[src/rtl/mbox_pkg.sv]
// Package: shared constants and entry classification for the mailbox bank.
// Assumes both ports use the same index width.
package mbox_pkg;

    // Index of the host-to-controller message entry
    localparam int unsigned H2C_IDX = 0;
    // Index of the controller-to-host message entry
    localparam int unsigned C2H_IDX = 1;

    typedef enum logic [1:0] {
        ENTRY_H2C    = 2'd0,
        ENTRY_C2H    = 2'd1,
        ENTRY_SHARED = 2'd2
    } entry_kind_e;

    // Classify an entry index by its special behaviour
    function automatic entry_kind_e entry_kind(input int unsigned idx);
        if (idx == H2C_IDX)      return ENTRY_H2C;
        else if (idx == C2H_IDX) return ENTRY_C2H;
        else                     return ENTRY_SHARED;
    endfunction

endpackage

[src/rtl/mbox_store.sv]
// Module: mbox_store
// Holds the register bank and resolves write collisions between the ports.
// The message entries take the sender's byte and are zeroed by a receiver
// write. The sender wins a collision. Shared entries take the host byte on a
// collision. Assumes the strobes are already qualified by the caller.
module mbox_store
    import mbox_pkg::*;
#(
    parameter int unsigned NUM_ENTRIES = 32,
    parameter int unsigned DATA_W      = 8,
    localparam int unsigned AW         = $clog2(NUM_ENTRIES)
) (
    input  logic                                clk,
    input  logic                                rst_n,
    input  logic                                h_we,
    input  logic [AW-1:0]                       h_addr,
    input  logic [DATA_W-1:0]                   h_wdata,
    input  logic                                c_we,
    input  logic [AW-1:0]                       c_addr,
    input  logic [DATA_W-1:0]                   c_wdata,
    output logic [NUM_ENTRIES-1:0][DATA_W-1:0]  q
);

    for (genvar i = 0; i < NUM_ENTRIES; i++) begin : g_entry
        localparam entry_kind_e KIND = entry_kind(i);
        logic h_hit;
        logic c_hit;

        // Per-entry address decode for each port
        always_comb begin
            h_hit = h_we && (h_addr == AW'(i));
            c_hit = c_we && (c_addr == AW'(i));
        end

        if (KIND == ENTRY_H2C) begin : g_h2c
            // Host stores the message; a controller write acknowledges by zeroing
            always_ff @(posedge clk) begin
                if (!rst_n)     q[i] <= '0;
                else if (h_hit) q[i] <= h_wdata;
                else if (c_hit) q[i] <= '0;
            end
        end else if (KIND == ENTRY_C2H) begin : g_c2h
            // Controller stores the message; a host write acknowledges by zeroing
            always_ff @(posedge clk) begin
                if (!rst_n)     q[i] <= '0;
                else if (c_hit) q[i] <= c_wdata;
                else if (h_hit) q[i] <= '0;
            end
        end else begin : g_shared
            // Plain storage, host has priority on a collision
            always_ff @(posedge clk) begin
                if (!rst_n)     q[i] <= '0;
                else if (h_hit) q[i] <= h_wdata;
                else if (c_hit) q[i] <= c_wdata;
            end
        end
    end


    h2c_ack_zero_chk: assert property (@(posedge clk) disable iff (!rst_n)
        (c_we && c_addr == AW'(H2C_IDX) && !(h_we && h_addr == AW'(H2C_IDX)))
        |=> (q[H2C_IDX] == '0));


    c2h_ack_zero_chk: assert property (@(posedge clk) disable iff (!rst_n)
        (h_we && h_addr == AW'(C2H_IDX) && !(c_we && c_addr == AW'(C2H_IDX)))
        |=> (q[C2H_IDX] == '0));


    host_priority_chk: assert property (@(posedge clk) disable iff (!rst_n)
        (h_we && c_we && h_addr == c_addr && h_addr > AW'(C2H_IDX))
        |=> (q[$past(h_addr)] == $past(h_wdata)));

endmodule

[src/rtl/mbox_flag.sv]
// Module: mbox_flag
// A sticky pending event with a maskable level output. A set in the same
// cycle as a clear wins. Masking hides the event but keeps it pending.
module mbox_flag (
    input  logic clk,
    input  logic rst_n,
    input  logic set_ev,
    input  logic clr_ev,
    input  logic en,
    output logic pend,
    output logic irq
);

    // Pending bit: set has priority over clear
    always_ff @(posedge clk) begin
        if (!rst_n)      pend <= 1'b0;
        else if (set_ev) pend <= 1'b1;
        else if (clr_ev) pend <= 1'b0;
    end

    // Level output gated by the enable
    always_comb irq = pend & en;


    set_wins_chk: assert property (@(posedge clk) disable iff (!rst_n)
        set_ev |=> pend);


    clear_chk: assert property (@(posedge clk) disable iff (!rst_n)
        (clr_ev && !set_ev) |=> !pend);


    hold_chk: assert property (@(posedge clk) disable iff (!rst_n)
        (!set_ev && !clr_ev) |=> $stable(pend));

endmodule

[src/rtl/mbox_rdport.sv]
// Module: mbox_rdport
// Registered read path for one port. Captures the addressed entry on the
// strobe and holds the value otherwise. Assumes the bank is stable until the edge.
module mbox_rdport #(
    parameter int unsigned NUM_ENTRIES = 32,
    parameter int unsigned DATA_W      = 8,
    localparam int unsigned AW         = $clog2(NUM_ENTRIES)
) (
    input  logic                                clk,
    input  logic                                rst_n,
    input  logic                                rd,
    input  logic [AW-1:0]                       addr,
    input  logic [NUM_ENTRIES-1:0][DATA_W-1:0]  bank,
    output logic [DATA_W-1:0]                   rdata
);

    // Capture the addressed entry on a read strobe
    always_ff @(posedge clk) begin
        if (!rst_n)  rdata <= '0;
        else if (rd) rdata <= bank[addr];
    end


    rdata_hold_chk: assert property (@(posedge clk) disable iff (!rst_n)
        !rd |=> $stable(rdata));

endmodule

[src/rtl/mbox_regfile.sv]
// Module: mbox_regfile (top)
// A dual-port mailbox bank with two interrupting message entries. Decodes the
// message events from both ports and ties together the storage, the two read
// paths and the two pending flags. Assumes both ports share one clock.
module mbox_regfile
    import mbox_pkg::*;
#(
    parameter int unsigned NUM_ENTRIES = 32,
    parameter int unsigned DATA_W      = 8,
    localparam int unsigned AW         = $clog2(NUM_ENTRIES)
) (
    input  logic              clk,
    input  logic              rst_n,
    input  logic [AW-1:0]     h_addr,
    input  logic [DATA_W-1:0] h_wdata,
    input  logic              h_wr,
    input  logic              h_rd,
    output logic [DATA_W-1:0] h_rdata,
    input  logic [AW-1:0]     c_addr,
    input  logic [DATA_W-1:0] c_wdata,
    input  logic              c_wr,
    input  logic              c_rd,
    output logic [DATA_W-1:0] c_rdata,
    input  logic              c_irq_en,
    input  logic              h_smi_en,
    output logic              c_irq,
    output logic              h_smi
);

    logic [NUM_ENTRIES-1:0][DATA_W-1:0] bank;
    logic h2c_set, h2c_clr, c2h_set, c2h_clr;
    logic h2c_pend, c2h_pend;

    // Message events decoded from the port strobes
    always_comb begin
        h2c_set = h_wr && (h_addr == AW'(H2C_IDX));
        h2c_clr = c_rd && (c_addr == AW'(H2C_IDX));
        c2h_set = c_wr && (c_addr == AW'(C2H_IDX));
        c2h_clr = h_rd && (h_addr == AW'(C2H_IDX));
    end

    mbox_store #(.NUM_ENTRIES(NUM_ENTRIES), .DATA_W(DATA_W)) u_store (
        .clk     (clk),
        .rst_n   (rst_n),
        .h_we    (h_wr),
        .h_addr  (h_addr),
        .h_wdata (h_wdata),
        .c_we    (c_wr),
        .c_addr  (c_addr),
        .c_wdata (c_wdata),
        .q       (bank)
    );

    mbox_rdport #(.NUM_ENTRIES(NUM_ENTRIES), .DATA_W(DATA_W)) u_host_rd (
        .clk   (clk),
        .rst_n (rst_n),
        .rd    (h_rd),
        .addr  (h_addr),
        .bank  (bank),
        .rdata (h_rdata)
    );

    mbox_rdport #(.NUM_ENTRIES(NUM_ENTRIES), .DATA_W(DATA_W)) u_ctrl_rd (
        .clk   (clk),
        .rst_n (rst_n),
        .rd    (c_rd),
        .addr  (c_addr),
        .bank  (bank),
        .rdata (c_rdata)
    );

    mbox_flag u_h2c_flag (
        .clk    (clk),
        .rst_n  (rst_n),
        .set_ev (h2c_set),
        .clr_ev (h2c_clr),
        .en     (c_irq_en),
        .pend   (h2c_pend),
        .irq    (c_irq)
    );

    mbox_flag u_c2h_flag (
        .clk    (clk),
        .rst_n  (rst_n),
        .set_ev (c2h_set),
        .clr_ev (c2h_clr),
        .en     (h_smi_en),
        .pend   (c2h_pend),
        .irq    (h_smi)
    );


    h2c_write_raises_chk: assert property (@(posedge clk) disable iff (!rst_n)
        (h2c_set && c_irq_en) |=> (c_irq || !c_irq_en));


    h2c_unrelated_chk: assert property (@(posedge clk) disable iff (!rst_n)
        (!h2c_set && !h2c_clr) |=> (h2c_pend == $past(h2c_pend)));


    c2h_unrelated_chk: assert property (@(posedge clk) disable iff (!rst_n)
        (!c2h_set && !c2h_clr) |=> (c2h_pend == $past(c2h_pend)));

endmodule

[config.mk]
export PLATFORM = sky130hd
export DESIGN_NAME = mbox_regfile
export DESIGN_NICKNAME = d
export VERILOG_FILES = /design/src/rtl/mbox_pkg.sv /design/src/rtl/mbox_store.sv /design/src/rtl/mbox_flag.sv /design/src/rtl/mbox_rdport.sv /design/src/rtl/mbox_regfile.sv
export SDC_FILE = /design/constraint.sdc
export NUM_CORES = 1
export LEC_CHECK = 0
export BUFFER_PORTS_ARGS = -buffer_cell sky130_fd_sc_hd__buf_2
export CORE_MARGIN = 4
export CORE_UTILIZATION = 55
export CTS_CLUSTER_SIZE = 24
export DETAILED_ROUTE_END_ITERATION = 16
export PLACE_DENSITY_LB_ADDON = 0.15
export SYNTH_ARGS = -nofsm -noshare
export SYNTH_HDL_FRONTEND = slang
export SYNTH_SLANG_ARGS = --single-unit
[constraint.sdc]
create_clock -name clk -period 5.3 [get_ports clk]
set_input_delay 0 -clock clk [delete_from_list [all_inputs] [get_ports clk]]
set_output_delay 0 -clock clk [all_outputs]
set_load 0.01 [all_outputs]
==> impl_metrics.toml <==
[drt]
drt_iter0_markers = 2867
drt-wirelength-per-cell_um = 29.2
ant_nets = 0
vias = 16366
first_pass_iters = 6
drt-total-wl_um = 65100
route.detailed.drc = 0
avgViaCountPerCell = 7.34

[floorplanning]
design.core.area_um2 = 29000
start_util = 0.564
die_h_um = 180
dieArea_um2 = 32600
std_cell_rows = 62
io_pins = 52
die-width_um = 180

[setup_path]
arrival_ns = 3.06
worst_ep_required_time_ns = 5.73
critical_path.max_fanout = 51
end_kind = "register"
cp_slowest_cell = "a2111oi_0"
path_cells = "buf_4 -> buf_4 -> mux4_2 -> a22o_1 -> a2111oi_0 -> nor3_1"
critical_path.startpoint = "c_addr[1]"
cp.buffers_inverters = 2
crit_path_frequent_cell = "buf_4"
r2r-start = "u_store.q[237]"
cpPeakStageDelay_ns = 0.71
start_kind = "primary input"
setup.worst_path.class = "in2reg"
cp_top_family = "buffers and inverters"

[sta]
setup_tns_ns = 0
fin_ws_ns = 2.67
grt_setup_unrepaired = "no"
hold-worst-slack_ns = 0.0717
relSlewSlack = 0.251
period_minus_slack_ns = 2.63
hold_viol = 0
finalSetupViolCount = 0
skew_ns = 0.0109
fin_crit_sh = 0.497
worstMarginPinSlew_ns = 1.11
slew_violations = 0
fmax_mhz = 380

[placement]
dpl_cell_area_um2 = 16400
gp_congestion = 1.04
post-place-ws_ns = 2.10
port_buffers = 51
hpwl_um = 41600
dpl.cell_count = 2169

[clock_network]
clkLatencyLatePin_ns = 0.58
cts_sinks = 274
cts_tree = "done"
numCtsBuffers = 31
post_cts_buffers = 0
htreeDepth = 1
cts-root-buf = "clkbuf_16"
clkTransAtPathRegs_ns = 0.07
cts_buffer_depth = 3

[layout]
final_common_cell = "nor2_1"
nets = 1856
stdcell_count = 2229
design_area_um2 = 17400
final_cell_mix = "nor2_1, dfxtp_1, nand2_1"
area_growth_pct = 6.53
final_util = 0.601
drive_gt1_frac = 0.129

[yosys]
ys_seq_area_frac = 0.335
synth_edf_count = 0
yosys_warnings = 0
yosysUniqueCellTypes = 50
synth_nets = 1950
synthCells = 1916
syn_area_um2 = 16400
syn_avg_cell_area_um2 = 8.54
synth_seq_cells = 274
ys.flop_type = "dfxtp_1"
synth-async-reset-ratio = 0

[power_and_ir_drop]
cellLeakagePower_nw = 5.73
power_density_nw_per_um2 = 281
power_mw = 4.90
irDropWorstVdd_mv = 0.253

[global_routing]
grt_usage = 0.382
grt_pass1_wl_um = 97300
grt_pass1_vias = 15079
grt_antenna_before_repair = 0
grt_max_degree = 131
grt_overflow_total = 0

[worst_hold_path]
min-delay-start = "c_addr[2]"
min_path_type = "in2reg"

[run]
drv_cap = 0

[status]
status = "finished, final reports clean"
==> Yosys cell counts (4+ instances only) <==
cell type,n,area share
nor2_1,298,0.068
dfxtp_1,274,0.34
nand2_1,252,0.058
a311oi_1,184,0.099
mux2i_1,152,0.093
clkbuf_1,147,0.034
o21ai_0,113,0.035
nand3_1,104,0.032
mux4_2,75,0.10
a211oi_1,57,0.026
buf_2,35,0.011
o22ai_1,26,0.0099
a2111oi_0,21,0.011
a22oi_1,20,0.0092
mux2_2,16,0.011
nor3_1,16,0.0049
nor2b_1,14,0.0054
buf_4,13,0.0060
a21oi_1,9,0.0028
buf_6,8,0.0055
a22o_1,7,0.0037
nand2b_1,7,0.0027
o221ai_1,7,0.0037
a211oi_2,6,0.0046
o211ai_1,6,0.0028
a32o_1,5,0.0031
nor4_1,5,0.0019
a31oi_1,4,0.0015
and2_1,4,0.0015
==> registers in the layout, summed over array words and instances (netlist names) <==
register	count
u_host_rd.rdata	8
u_store.q	256
u_h2c_flag.pend	1
u_ctrl_rd.rdata	8
u_c2h_flag.pend	1
==> final timing paths <==
path,end,slack [ns],depth (start not counted)
setup / recovery,u_ctrl_rd.rdata[4],2.67,6
setup reg to reg,u_host_rd.rdata[5],3.14,5
hold / removal,u_c2h_flag.pend,0.07,4
hold reg to reg,u_store.q[80],0.51,2
==> power breakdown <==
| group | leakage (nW) | internal [mW] | switching (mW) |
|---|---|---|---|
| logic | 3.03 | 0.152 | 0.396 |
| clock network | 0.488 | 1.26 | 0.933 |
| registers | 2.22 | 2.10 | 0.0529 |
==> layer usage <==
metal | part of all wire | global-route usage | wire [um] | vias to the layer above
li1 | - | - | - | 7027
met1 | 0.40 | 0.546 | 25800 | 7847
met2 | 0.42 | 0.553 | 27400 | 1280
met3 | 0.14 | 0.109 | 9260 | 212
met4 | 0.041 | 0.138 | 2690 | 0
met5 | 0 | 0 | 0 | -
==> final cells by class <==
| class | instances | area (um^2) |
|---|---|---|
| diodes | 1 | 2.50 |
| clock buffers | 35 | 791 |
| well taps | 384 | 480 |
| inverters | 3 | 18.8 |
| flip-flops and latches | 274 | 5490 |
| fillers | 2515 | 11600 |
| clock inverters | 20 | 216 |
| multi-input cells | 1432 | 9940 |
| repair buffers | 80 | 492 |
==> worst register-to-register path: stages (launching register included) <==
cell and delay [ns]:
dfxtp_1 0.38, mux4_2 0.50, nand2_1 0.07, o21ai_0 0.10, a2111oi_0 0.82, nor3_1 0.15
==> logic make-up (layout without fill, tap and decap cells) <==
family | Yosys count | after routing | synth area share
mux | 243 | 243 | 0.207
buf+inv | 210 | 138 | 0.0576
compound gates | 471 | 471 | 0.215
flops | 274 | 274 | 0.335
simple gates | 718 | 718 | 0.184
other cells | 0 | 1 | 0
==> what timing repair did <==
action	CTS	global route
gates resized for setup	0	0
endpoints found under the hold margin	16	0
hold buffers	4	0
(Power assumes the default switching activity.)
